File: src/rtl/rx_desc_dma_pkg.sv
package rx_desc_dma_pkg;

    typedef enum logic [2:0] {
        ST_IDLE,
        ST_RD_OWN,
        ST_RD_BUF,
        ST_RD_NEXT,
        ST_RECV,
        ST_FLUSH,
        ST_DRAIN,
        ST_STATUS
    } rx_state_e;

    // control bits 9:0, most significant field first
    typedef struct packed {
        logic [1:0] pad;
        logic       little;
        logic       addr_down;
        logic       stop_foreign;
        logic [4:0] burst_m1;
    } rx_cfg_t;

    localparam int CTRL_EN_BIT  = 10;
    localparam int CTRL_RST_BIT = 11;

    function automatic logic [4:0] lane_shift(input logic [1:0] lane, input logic little);
        return little ? {lane, 3'b000} : {~lane, 3'b000};
    endfunction

    function automatic logic [31:0] status_word(input logic over, input logic [15:0] n);
        return {1'b0, 14'd0, over, n};
    endfunction

endpackage

File: src/rtl/rx_desc_dma_pack.sv
module rx_desc_dma_pack
    import rx_desc_dma_pkg::*;
(
    input  logic        clk,
    input  logic        rst,
    input  logic        clr,
    input  logic        init,
    input  logic [1:0]  start_lane,
    input  logic        little,
    input  logic        put,
    input  logic [7:0]  din,
    input  logic        flush,
    output logic        wv,
    output logic [31:0] wd
);
    logic [31:0] acc, nacc;
    logic [1:0]  lane;
    logic        dirty;
    logic        emit;

    always_comb begin
        nacc = acc;
        if (put) nacc[lane_shift(lane, little) +: 8] = din;
        emit = (put && lane == 2'd3) || (flush && (dirty || put));
    end

    always_ff @(posedge clk) begin
        if (rst || clr) begin
            acc   <= '0;
            lane  <= '0;
            dirty <= 1'b0;
            wv    <= 1'b0;
            wd    <= '0;
        end else begin
            wv <= 1'b0;
            if (init) begin
                lane  <= start_lane;
                acc   <= '0;
                dirty <= 1'b0;
            end else if (emit) begin
                wv    <= 1'b1;
                wd    <= nacc;
                acc   <= '0;
                lane  <= '0;
                dirty <= 1'b0;
            end else if (put) begin
                acc   <= nacc;
                lane  <= lane + 2'd1;
                dirty <= 1'b1;
            end
        end
    end
endmodule

File: src/rtl/rx_desc_dma_wbuf.sv
module rx_desc_dma_wbuf #(
    parameter int DEPTH = 32,
    parameter int DW    = 32
) (
    input  logic                         clk,
    input  logic                         rst,
    input  logic                         clr,
    input  logic                         push,
    input  logic [DW-1:0]                pdata,
    input  logic                         pop,
    output logic [$clog2(DEPTH+1)-1:0]   cnt,
    output logic [DW-1:0]                head,
    output logic                         at_last
);
    localparam int CW = $clog2(DEPTH+1);
    localparam int IW = $clog2(DEPTH);

    logic [DW-1:0] words [DEPTH];
    logic [CW-1:0] rptr;

    assign head    = words[rptr[IW-1:0]];
    assign at_last = (rptr + CW'(1)) == cnt;

    always_ff @(posedge clk) begin
        if (push) words[cnt[IW-1:0]] <= pdata;
    end

    always_ff @(posedge clk) begin
        if (rst || clr) begin
            cnt  <= '0;
            rptr <= '0;
        end else begin
            if (push) cnt  <= cnt + CW'(1);
            if (pop)  rptr <= rptr + CW'(1);
        end
    end
endmodule

File: src/rtl/rx_desc_dma.sv
module rx_desc_dma
    import rx_desc_dma_pkg::*;
#(
    parameter int AW        = 26,
    parameter int BURST_MAX = 32
) (
    input  logic          clk,
    input  logic          rst,
    input  logic          reg_we,
    input  logic [1:0]    reg_addr,
    input  logic [31:0]   reg_wdata,
    output logic          rx_en,
    output logic [AW-1:0] desc_ptr,
    output logic [15:0]   len_type,
    input  logic          in_valid,
    input  logic [7:0]    in_data,
    input  logic          in_last,
    output logic          in_ready,
    output logic          mem_req,
    output logic          mem_we,
    output logic [AW-1:0] mem_addr,
    output logic [31:0]   mem_wdata,
    input  logic          mem_ack,
    input  logic [31:0]   mem_rdata,
    output logic          evt_done,
    output logic          evt_null,
    output logic          evt_not_owner,
    output logic          evt_max_over,
    output logic          evt_early
);
    localparam int CW = $clog2(BURST_MAX+1);

    rx_state_e     st;
    rx_cfg_t       cfg;
    logic [AW-1:0] nextp, waddr;
    logic [15:0]   limit, bcnt;
    logic [7:0]    lt_hi;
    logic          own, mso, eof;

    logic          soft_rst, hs, put, wv, burst_full, buf_last, pop, init;
    logic [31:0]   wd, head;
    logic [CW-1:0] cnt;
    logic          unused_bits;

    assign unused_bits = ^{reg_wdata[31:26], mem_rdata[30:26]};

    assign soft_rst   = reg_we && reg_addr == 2'd0 && reg_wdata[CTRL_RST_BIT];
    assign burst_full = cnt == CW'(cfg.burst_m1);
    assign in_ready   = st == ST_RECV && !(wv && burst_full);
    assign hs         = in_valid && in_ready;
    assign put        = hs && bcnt < limit;
    assign pop        = st == ST_DRAIN && mem_ack;
    assign init       = st == ST_RD_NEXT && mem_ack && own;

    rx_desc_dma_pack u_pack (
        .clk(clk), .rst(rst), .clr(soft_rst), .init(init),
        .start_lane(cfg.pad), .little(cfg.little),
        .put(put), .din(in_data), .flush(hs && in_last),
        .wv(wv), .wd(wd)
    );

    rx_desc_dma_wbuf #(.DEPTH(BURST_MAX), .DW(32)) u_wbuf (
        .clk(clk), .rst(rst), .clr(soft_rst || (pop && buf_last)),
        .push(wv), .pdata(wd), .pop(pop),
        .cnt(cnt), .head(head), .at_last(buf_last)
    );

    always_comb begin
        mem_req   = 1'b0;
        mem_we    = 1'b0;
        mem_addr  = desc_ptr;
        mem_wdata = '0;
        unique case (st)
            ST_RD_OWN:  mem_req = 1'b1;
            ST_RD_BUF:  begin mem_req = 1'b1; mem_addr = desc_ptr + AW'(1); end
            ST_RD_NEXT: begin mem_req = 1'b1; mem_addr = desc_ptr + AW'(2); end
            ST_DRAIN:   begin mem_req = 1'b1; mem_we = 1'b1; mem_addr = waddr; mem_wdata = head; end
            ST_STATUS:  begin mem_req = 1'b1; mem_we = 1'b1; mem_wdata = status_word(mso, bcnt); end
            default: ;
        endcase
    end

    always_ff @(posedge clk) begin
        if (rst) begin
            st <= ST_IDLE; cfg <= '0; rx_en <= 1'b0; desc_ptr <= '1;
            limit <= '0; bcnt <= '0; nextp <= '0; waddr <= '0;
            own <= 1'b0; mso <= 1'b0; eof <= 1'b0; lt_hi <= '0; len_type <= '0;
            evt_done <= 1'b0; evt_null <= 1'b0; evt_not_owner <= 1'b0;
            evt_max_over <= 1'b0; evt_early <= 1'b0;
        end else begin
            evt_done <= 1'b0; evt_null <= 1'b0; evt_not_owner <= 1'b0;
            evt_max_over <= 1'b0; evt_early <= 1'b0;
            unique case (st)
                ST_IDLE: if (rx_en) begin
                    if (desc_ptr == '0) begin
                        rx_en <= 1'b0;
                        evt_null <= 1'b1;
                    end else st <= ST_RD_OWN;
                end
                ST_RD_OWN: if (mem_ack) begin own <= mem_rdata[31]; st <= ST_RD_BUF; end
                ST_RD_BUF: if (mem_ack) begin waddr <= mem_rdata[AW-1:0]; st <= ST_RD_NEXT; end
                ST_RD_NEXT: if (mem_ack) begin
                    nextp <= mem_rdata[AW-1:0];
                    if (own) begin
                        bcnt <= '0; mso <= 1'b0; eof <= 1'b0; st <= ST_RECV;
                    end else begin
                        evt_not_owner <= 1'b1;
                        st <= ST_IDLE;
                        if (cfg.stop_foreign) rx_en <= 1'b0;
                        else desc_ptr <= mem_rdata[AW-1:0];
                    end
                end
                ST_RECV: begin
                    if (hs) begin
                        bcnt <= bcnt + 16'd1;
                        if (!(bcnt < limit)) mso <= 1'b1;
                        if (bcnt == 16'd12) lt_hi <= in_data;
                        if (bcnt == 16'd13) begin
                            len_type  <= {lt_hi, in_data};
                            evt_early <= 1'b1;
                        end
                    end
                    if (hs && in_last) st <= ST_FLUSH;
                    else if (wv && burst_full) st <= ST_DRAIN;
                end
                ST_FLUSH: begin
                    eof <= 1'b1;
                    st  <= (cnt != '0 || wv) ? ST_DRAIN : ST_STATUS;
                end
                ST_DRAIN: if (mem_ack) begin
                    waddr <= cfg.addr_down ? waddr - AW'(1) : waddr + AW'(1);
                    if (buf_last) st <= eof ? ST_STATUS : ST_RECV;
                end
                ST_STATUS: if (mem_ack) begin
                    desc_ptr     <= nextp;
                    evt_done     <= 1'b1;
                    evt_max_over <= mso;
                    eof          <= 1'b0;
                    st           <= ST_IDLE;
                end
                default: st <= ST_IDLE;
            endcase
            if (reg_we) begin
                unique case (reg_addr)
                    2'd0: begin
                        cfg   <= reg_wdata[9:0];
                        rx_en <= reg_wdata[CTRL_EN_BIT] && !reg_wdata[CTRL_RST_BIT];
                        if (reg_wdata[CTRL_RST_BIT]) st <= ST_IDLE;
                    end
                    2'd1: desc_ptr <= reg_wdata[AW-1:0];
                    2'd2: limit    <= reg_wdata[15:0];
                    default: ;
                endcase
            end
        end
    end
endmodule

File: config.mk
export PLATFORM = sky130hd
export DESIGN_NAME = rx_desc_dma
export DESIGN_NICKNAME = d
export VERILOG_FILES = /design/src/rtl/rx_desc_dma_pkg.sv /design/src/rtl/rx_desc_dma_pack.sv /design/src/rtl/rx_desc_dma_wbuf.sv /design/src/rtl/rx_desc_dma.sv
export SDC_FILE = /design/constraint.sdc
export NUM_CORES = 2
export LEC_CHECK = 0
export BUFFER_PORTS_ARGS = -buffer_cell sky130_fd_sc_hd__buf_2
export CORE_ASPECT_RATIO = 0.7
export CORE_UTILIZATION = 50
export CTS_BUF_LIST = sky130_fd_sc_hd__clkbuf_4 sky130_fd_sc_hd__clkbuf_8
export DETAILED_ROUTE_END_ITERATION = 10
export PLACE_DENSITY_LB_ADDON = 0.12
export REMOVE_ABC_BUFFERS = 1
export SETUP_SLACK_MARGIN = 0.1
export SYNTH_ARGS = -nofsm -noshare
export SYNTH_HDL_FRONTEND = slang
export SYNTH_SLANG_ARGS = --single-unit
File: constraint.sdc
create_clock -name clk -period 4.2 [get_ports clk]
set_input_delay 0.21 -clock clk [delete_from_list [all_inputs] [get_ports clk]]
set_output_delay 0.21 -clock clk [all_outputs]
set_load 0.05 [all_outputs]
# After elaboration in Yosys (flattened, before gate mapping)
# Memory sizes are Yosys's and may differ from the RTL's. A register that Yosys moved wholly into a read port is not among the register bits.
# Cells that the tools add are included.
totals:
  elab_cells: 188
  n_memories: 1
  reg_bits: 236
  mem_bits_rw: 1024
memory_table:
  columns: ["memory", "depth", "word_bits", "read_ports", "rd_ports_with_merged_regs", "wr", "line", "source"]
  rows:
  - ["u_wbuf.words", 32, 32, 1, 1, 1, "rx_desc_dma_wbuf.sv:18", "logic [DW-1:0] words [DEPTH];"]
classes:
  mux: 66
  addsub: 9
  eq_ne: 21
  magnitude_cmp: 1
  bitwise: 9
  reduce_logical: 50
  shifts: 2
ops:
  columns: ["op", "count"]
  rows:
  - ["$mux 26", 9]
  - ["$pmux 26 s2", 2]
  - ["$pmux 26 s3", 1]
  - ["$pmux 32 s2", 1]
  - ["$add 26x1->26 const B", 2]
  - ["$mux 16", 3]
  - ["$mux 3", 14]
  - ["$bwmux 32", 1]
  - ["$eq 16x4->1 const B", 2]
  - ["$mux 32", 1]
  - ["$pmux 16 s2", 1]
  - ["$shift 8x7->32 const A", 1]
  - ["$shiftx 8x7->32", 1]
  - ["$add 26x2->26 const B", 1]
  - ["$logic_not 26->1", 1]
  - ["$sub 26x1->26 const B", 1]
  - ["$pmux 3 s8", 1]
  - ["$mux 1", 22]
  - ["$add 16x1->16 const B", 1]
  - ["$lt 16x16->1", 1]
  - ["$mux 5", 3]
  - ["$reduce_or 3->1", 5]
  - ["$logic_and 1x1->1", 14]
  - ["$ne 2x2->1 const B", 7]
  - ["28 further kinds", 62]

# Depth between registers and ports, before layout
depth:
  word_depth: 11
  ltp_mapped: 13
  mapped_depth_nobuf: 11

# Cells and area by module
# A second synthesis with hierarchy kept.
hier_totals:
  hier_cells: 4020
  hier_area_um2: 53761.6
by_module_without_submodules:
  columns: ["mod", "n_inst", "area_each_um2", "seq_area_each_um2", "cells_each"]
  rows:
  - ["rx_desc_dma_wbuf", 1, 40641.5, 31089.8, 2314]
  - ["rx_desc_dma", 1, 10196.0, 3123.0, 1389]
  - ["rx_desc_dma_pack", 1, 2924.1, 1361.3, 317]

# Least setup slack after synthesis
# No wires, ideal clock.
synth_timing:
  path_type: "register to output"
  start: "register desc_ptr[5]"
  end: "output port mem_addr[21]"
  path_stages_with_launch: 9
  arrival_time_ps: 3750
  setup_slack_ps: 240
  n_path_buf: 2
  required_ps: 3990
  cell_sequence: "dfxtp_1 -> clkbuf_1 -> and4_1 -> and3_1 -> clkbuf_1 -> nand3_1 -> nor2_1 -> nand3_1 -> o311ai_0"
synth_between:
  elab_chain_len: 2
  word_cells_on_any_way: 3
synth_lines:
  columns: ["item", "line", "source"]
  rows:
  - ["start: declaration", "rx_desc_dma.sv:13", "output logic [AW-1:0] desc_ptr,"]
  - ["start signal: assignment", "rx_desc_dma.sv:110", "else desc_ptr <= mem_rdata[AW-1:0];"]
  - ["start signal: assignment", "rx_desc_dma.sv:135", "desc_ptr <= nextp;"]
  - ["start signal: assignment", "rx_desc_dma.sv:150", "2'd1: desc_ptr <= reg_wdata[AW-1:0];"]
  - ["$add 26x2->26 or $add 26x1->26 (tied branches)", "rx_desc_dma.sv:76, rx_desc_dma.sv:75", null]
  - ["$pmux 26 s3 *", "rx_desc_dma.sv:73", "unique case (st)"]
  - ["end: declaration", "rx_desc_dma.sv:21", "output logic [AW-1:0] mem_addr,"]
# Mark *: on every way between the ends. The rest lies on a longest branch, timed or not.

# Final worst setup path
layout_timing:
  start: "register desc_ptr[5]"
  end: "output port mem_addr[25]"
# Same word-level chain as after synthesis.

==> flow_metrics.py <==
metrics = {
    "power": {
        "power.density_mw_per_mm2": 403,
        "total_power_w": 0.0241,
        "peakVddDrop_uv": 270,
        "p_leak_nw": 22.5,
    },
    "drt": {
        "totalWireLength_um": 145000,
        "via_per_inst": 6.14,
        "via_count": 30879,
        "drt_iter0_drc": 3775,
        "final_antenna_net_count": 0,
        "drc_errors": 0,
        "wire_per_inst_um": 28.8,
        "dr.pass1.iters": 5,
    },
    "grt": {
        "grt_overflow_total": 0,
        "grt_pass1_vias": 30623,
        "grt_use_total": 0.282,
        "grt_max_degree": 66,
        "antenna_found_initial": 5,
        "grt_first_pass_wirelength_um": 211000,
    },
    "cells_and_area": {
        "drive_gt1_frac": 0.271,
        "fillerInstances": 7941,
        "area_growth_pct": 15.6,
        "nets": 3657,
        "final_cells": 5033,
    },
    "synthesis": {
        "yosysTopAreaCellShare": 0.596,
        "synth_compound_area_frac": 0.0523,
        "yosysMostFrequentCell": "edfxtp_1",
        "synth_top_family_by_area": "multiplexers",
        "synthCells": 3127,
        "async_reset_ff_frac": 0,
        "ys_top_cells_by_count": "edfxtp_1, mux4_2, nand2_1",
        "synth_edf_count": 1024,
        "yosysSeqAreaShare": 0.689,
        "post_synth.cell_area_avg_um2": 16.5,
        "synth.cell_area_mm2": 0.0516,
        "ys_top_cells_by_area": "edfxtp_1, mux4_2, dfxtp_1, nand2_1, mux2i_1",
        "yosys_warnings": 0,
        "muxShareOfSynthArea": 0.158,
        "synth_top_cell_by_area": "edfxtp_1",
        "synth-main-ff-cell": "edfxtp_1",
        "synth_fa_ha_area_frac": 0.0127,
        "synth_cell_types": 76,
        "yosys_register_bits": 1265,
        "synthXorXnorAreaFrac": 0.00984,
        "synth_simple_gate_area_share": 0.0614,
    },
    "floorplanning": {
        "initial_core_util": 0.505,
        "rows": 98,
        "die_h_um": 271,
        "core_area_mm2": 0.102,
        "io_pins": 189,
        "dieWidth_um": 386,
        "dieArea_mm2": 0.105,
    },
    "clock_network": {
        "numCtsBuffers": 186,
        "cts.sinks": 1265,
        "clockRootBuffer": "clkbuf_8",
        "clkTransAtPathRegs_ps": 70,
        "clk_latency_ps": 880,
        "cts_tree": "done",
        "htree_levels": 4,
        "ctsLongestPathBuffers": 3,
    },
    "critical_path": {
        "cp.required_ps": 3990,
        "cp_max_fo": 9,
        "worstPathArrival_ps": 3830,
        "crit_type": "register to output port",
        "crit_path_start_kind": "register",
        "cp-end-kind": "output port",
    },
    "placed_design": {
        "dp_hpwl_um": 87200,
        "finalWeightedCongestion": 0.937,
        "dp_cells": 4582,
        "port_buffers": 177,
    },
    "timing": {
        "fin_skew_ps": 44.5,
        "max_freq_ghz": 0.248,
        "final-hold-violation-count": 0,
        "slew_violations": 0,
        "min_period_ps": 4040,
        "period_share": 0.961,
        "timing.setup.tns_ps": 0,
        "slew_headroom": 0.152,
        "rsz0062_at_grt": "true",
        "worstMarginPinSlew_ps": 1270,
        "whs_ps": 162,
        "setup_violations": 0,
    },
    "status": {
        "outcome": "finished, final reports clean",
    },
    "hold_path": {
        "min_path_type": "primary input to register",
    },
    "job": {
        "maxCapViolCount": 0,
    },
}
[flip-flops by register name, summed over array words and instances (netlist names), 2 cells and up, named ones only]
name	flops
u_pack.lane	2
u_wbuf.words	1024
len_type	16
nextp	26
u_wbuf.cnt	6
u_pack.acc	32
limit	16
lt_hi	8
bcnt	16
u_pack.wd	32
cfg	10
u_wbuf.rptr	6
desc_ptr	26
st	3
waddr	26
[what timing repair did]
| item | CTS | global route |
|---|---|---|
| setup endpoints to repair | 2 | 9 |
| setup buffers | 0 | 5 |
| resized for setup | 2 | 9 |
| endpoints found under the hold margin | 193 | 0 |
| hold buffers | 100 | 0 |
| gates cloned | 0 | 0 |
[where the power goes]
| group | leakage [nW] | switching [W] | internal, W |
|---|---|---|---|
| logic | 6.90 | 0.000330 | 0.000186 |
| clock network | 2.02 | 0.00490 | 0.00525 |
| registers | 13.6 | 0.0000345 | 0.0134 |
| total | 22.5 | 0.00526 | 0.0188 |
[stage by stage]
stage / cell area [um2] / worst slack [ps] / utilization
after detailed placement: 54800 / 803 / 0.536
after floorplan: 50900 / -8710 / -
final: 59700 / 162 / 0.583
after global placement: 54800 / 934 / 0.536
after global routing: 59700 / 46.8 / 0.583
after CTS: 59600 / 114 / 0.583
[cells by family (layout without fill, tap and decap cells)]
logic type               count (synthesis)  count (layout)
flip-flops                            1265            1265
AND/OR/NAND/NOR                        691             691
AO/OA/AOI/OAI                          432             432
multiplexers                           413             413
buffers and inverters                  216             770
XOR/XNOR                                58              58
adder cells (fa/ha/maj)                 52              52
other                                    0               2
[cell type report]
class,count,area (um2),area share
timing repair buffer,392,3020,0.0506
tap,1350,1690,0.0283
sequential,1265,35600,0.597
clock inverter,81,531,0.00889
clock buffer,263,3260,0.0547
inverter,34,130,0.00218
antenna,2,5.00,0.0000839
multi-input combinational,1646,15400,0.259
[layer usage]
metal  global-route usage  share of wire
met5                    0       0.000090
met4               0.0898          0.025
met2                0.394           0.43
met1                0.444           0.46
met3               0.0526          0.082
[worst max-delay path: stages (launching register included)]
cell and delay (ps):
dfxtp_1 540, and4_1 310, and3_1 380, nand3_1 240, nor2_1 340, nand3_1 190, o21ai_0 200, nand2_1 70
a21oi_1 270, o21ai_0 160, buf_2 240
[cells in the final DEF, fill, tap and decap left out, types with 51 or more instances in the layout]
cell type	n
edfxtp_1	1024
dlygate4sd3_1	100
buf_4	95
buf_2	176
a21oi_1	150
nand3_1	62
nand2_1	256
o21ai_0	121
mux4_2	320
nor2_1	167
mux2i_1	91
ha_1	51
dfxtp_1	228
clkbuf_4	57
clkbuf_8	206
[path summary, 6_finish.rpt]
check | from | endpoint | slack (ps) | cells past startpoint
worst max-delay path | desc_ptr[5]$_SDFF_PP1_ | mem_addr[25] | 160 | 10
worst min-delay path | reg_wdata[24] | desc_ptr[24]$_SDFF_PP1_ | 160 | 4
worst max register to register | cfg[6]$_SDFFE_PP0P_ | waddr[25]$_SDFFE_PP0P_ | 730 | 11
worst min register to register | nextp[0]$_SDFFE_PP0P_ | nextp[0]$_SDFFE_PP0P_ | 460 | 2
Note: power is estimated with default switching activity, not from simulation.
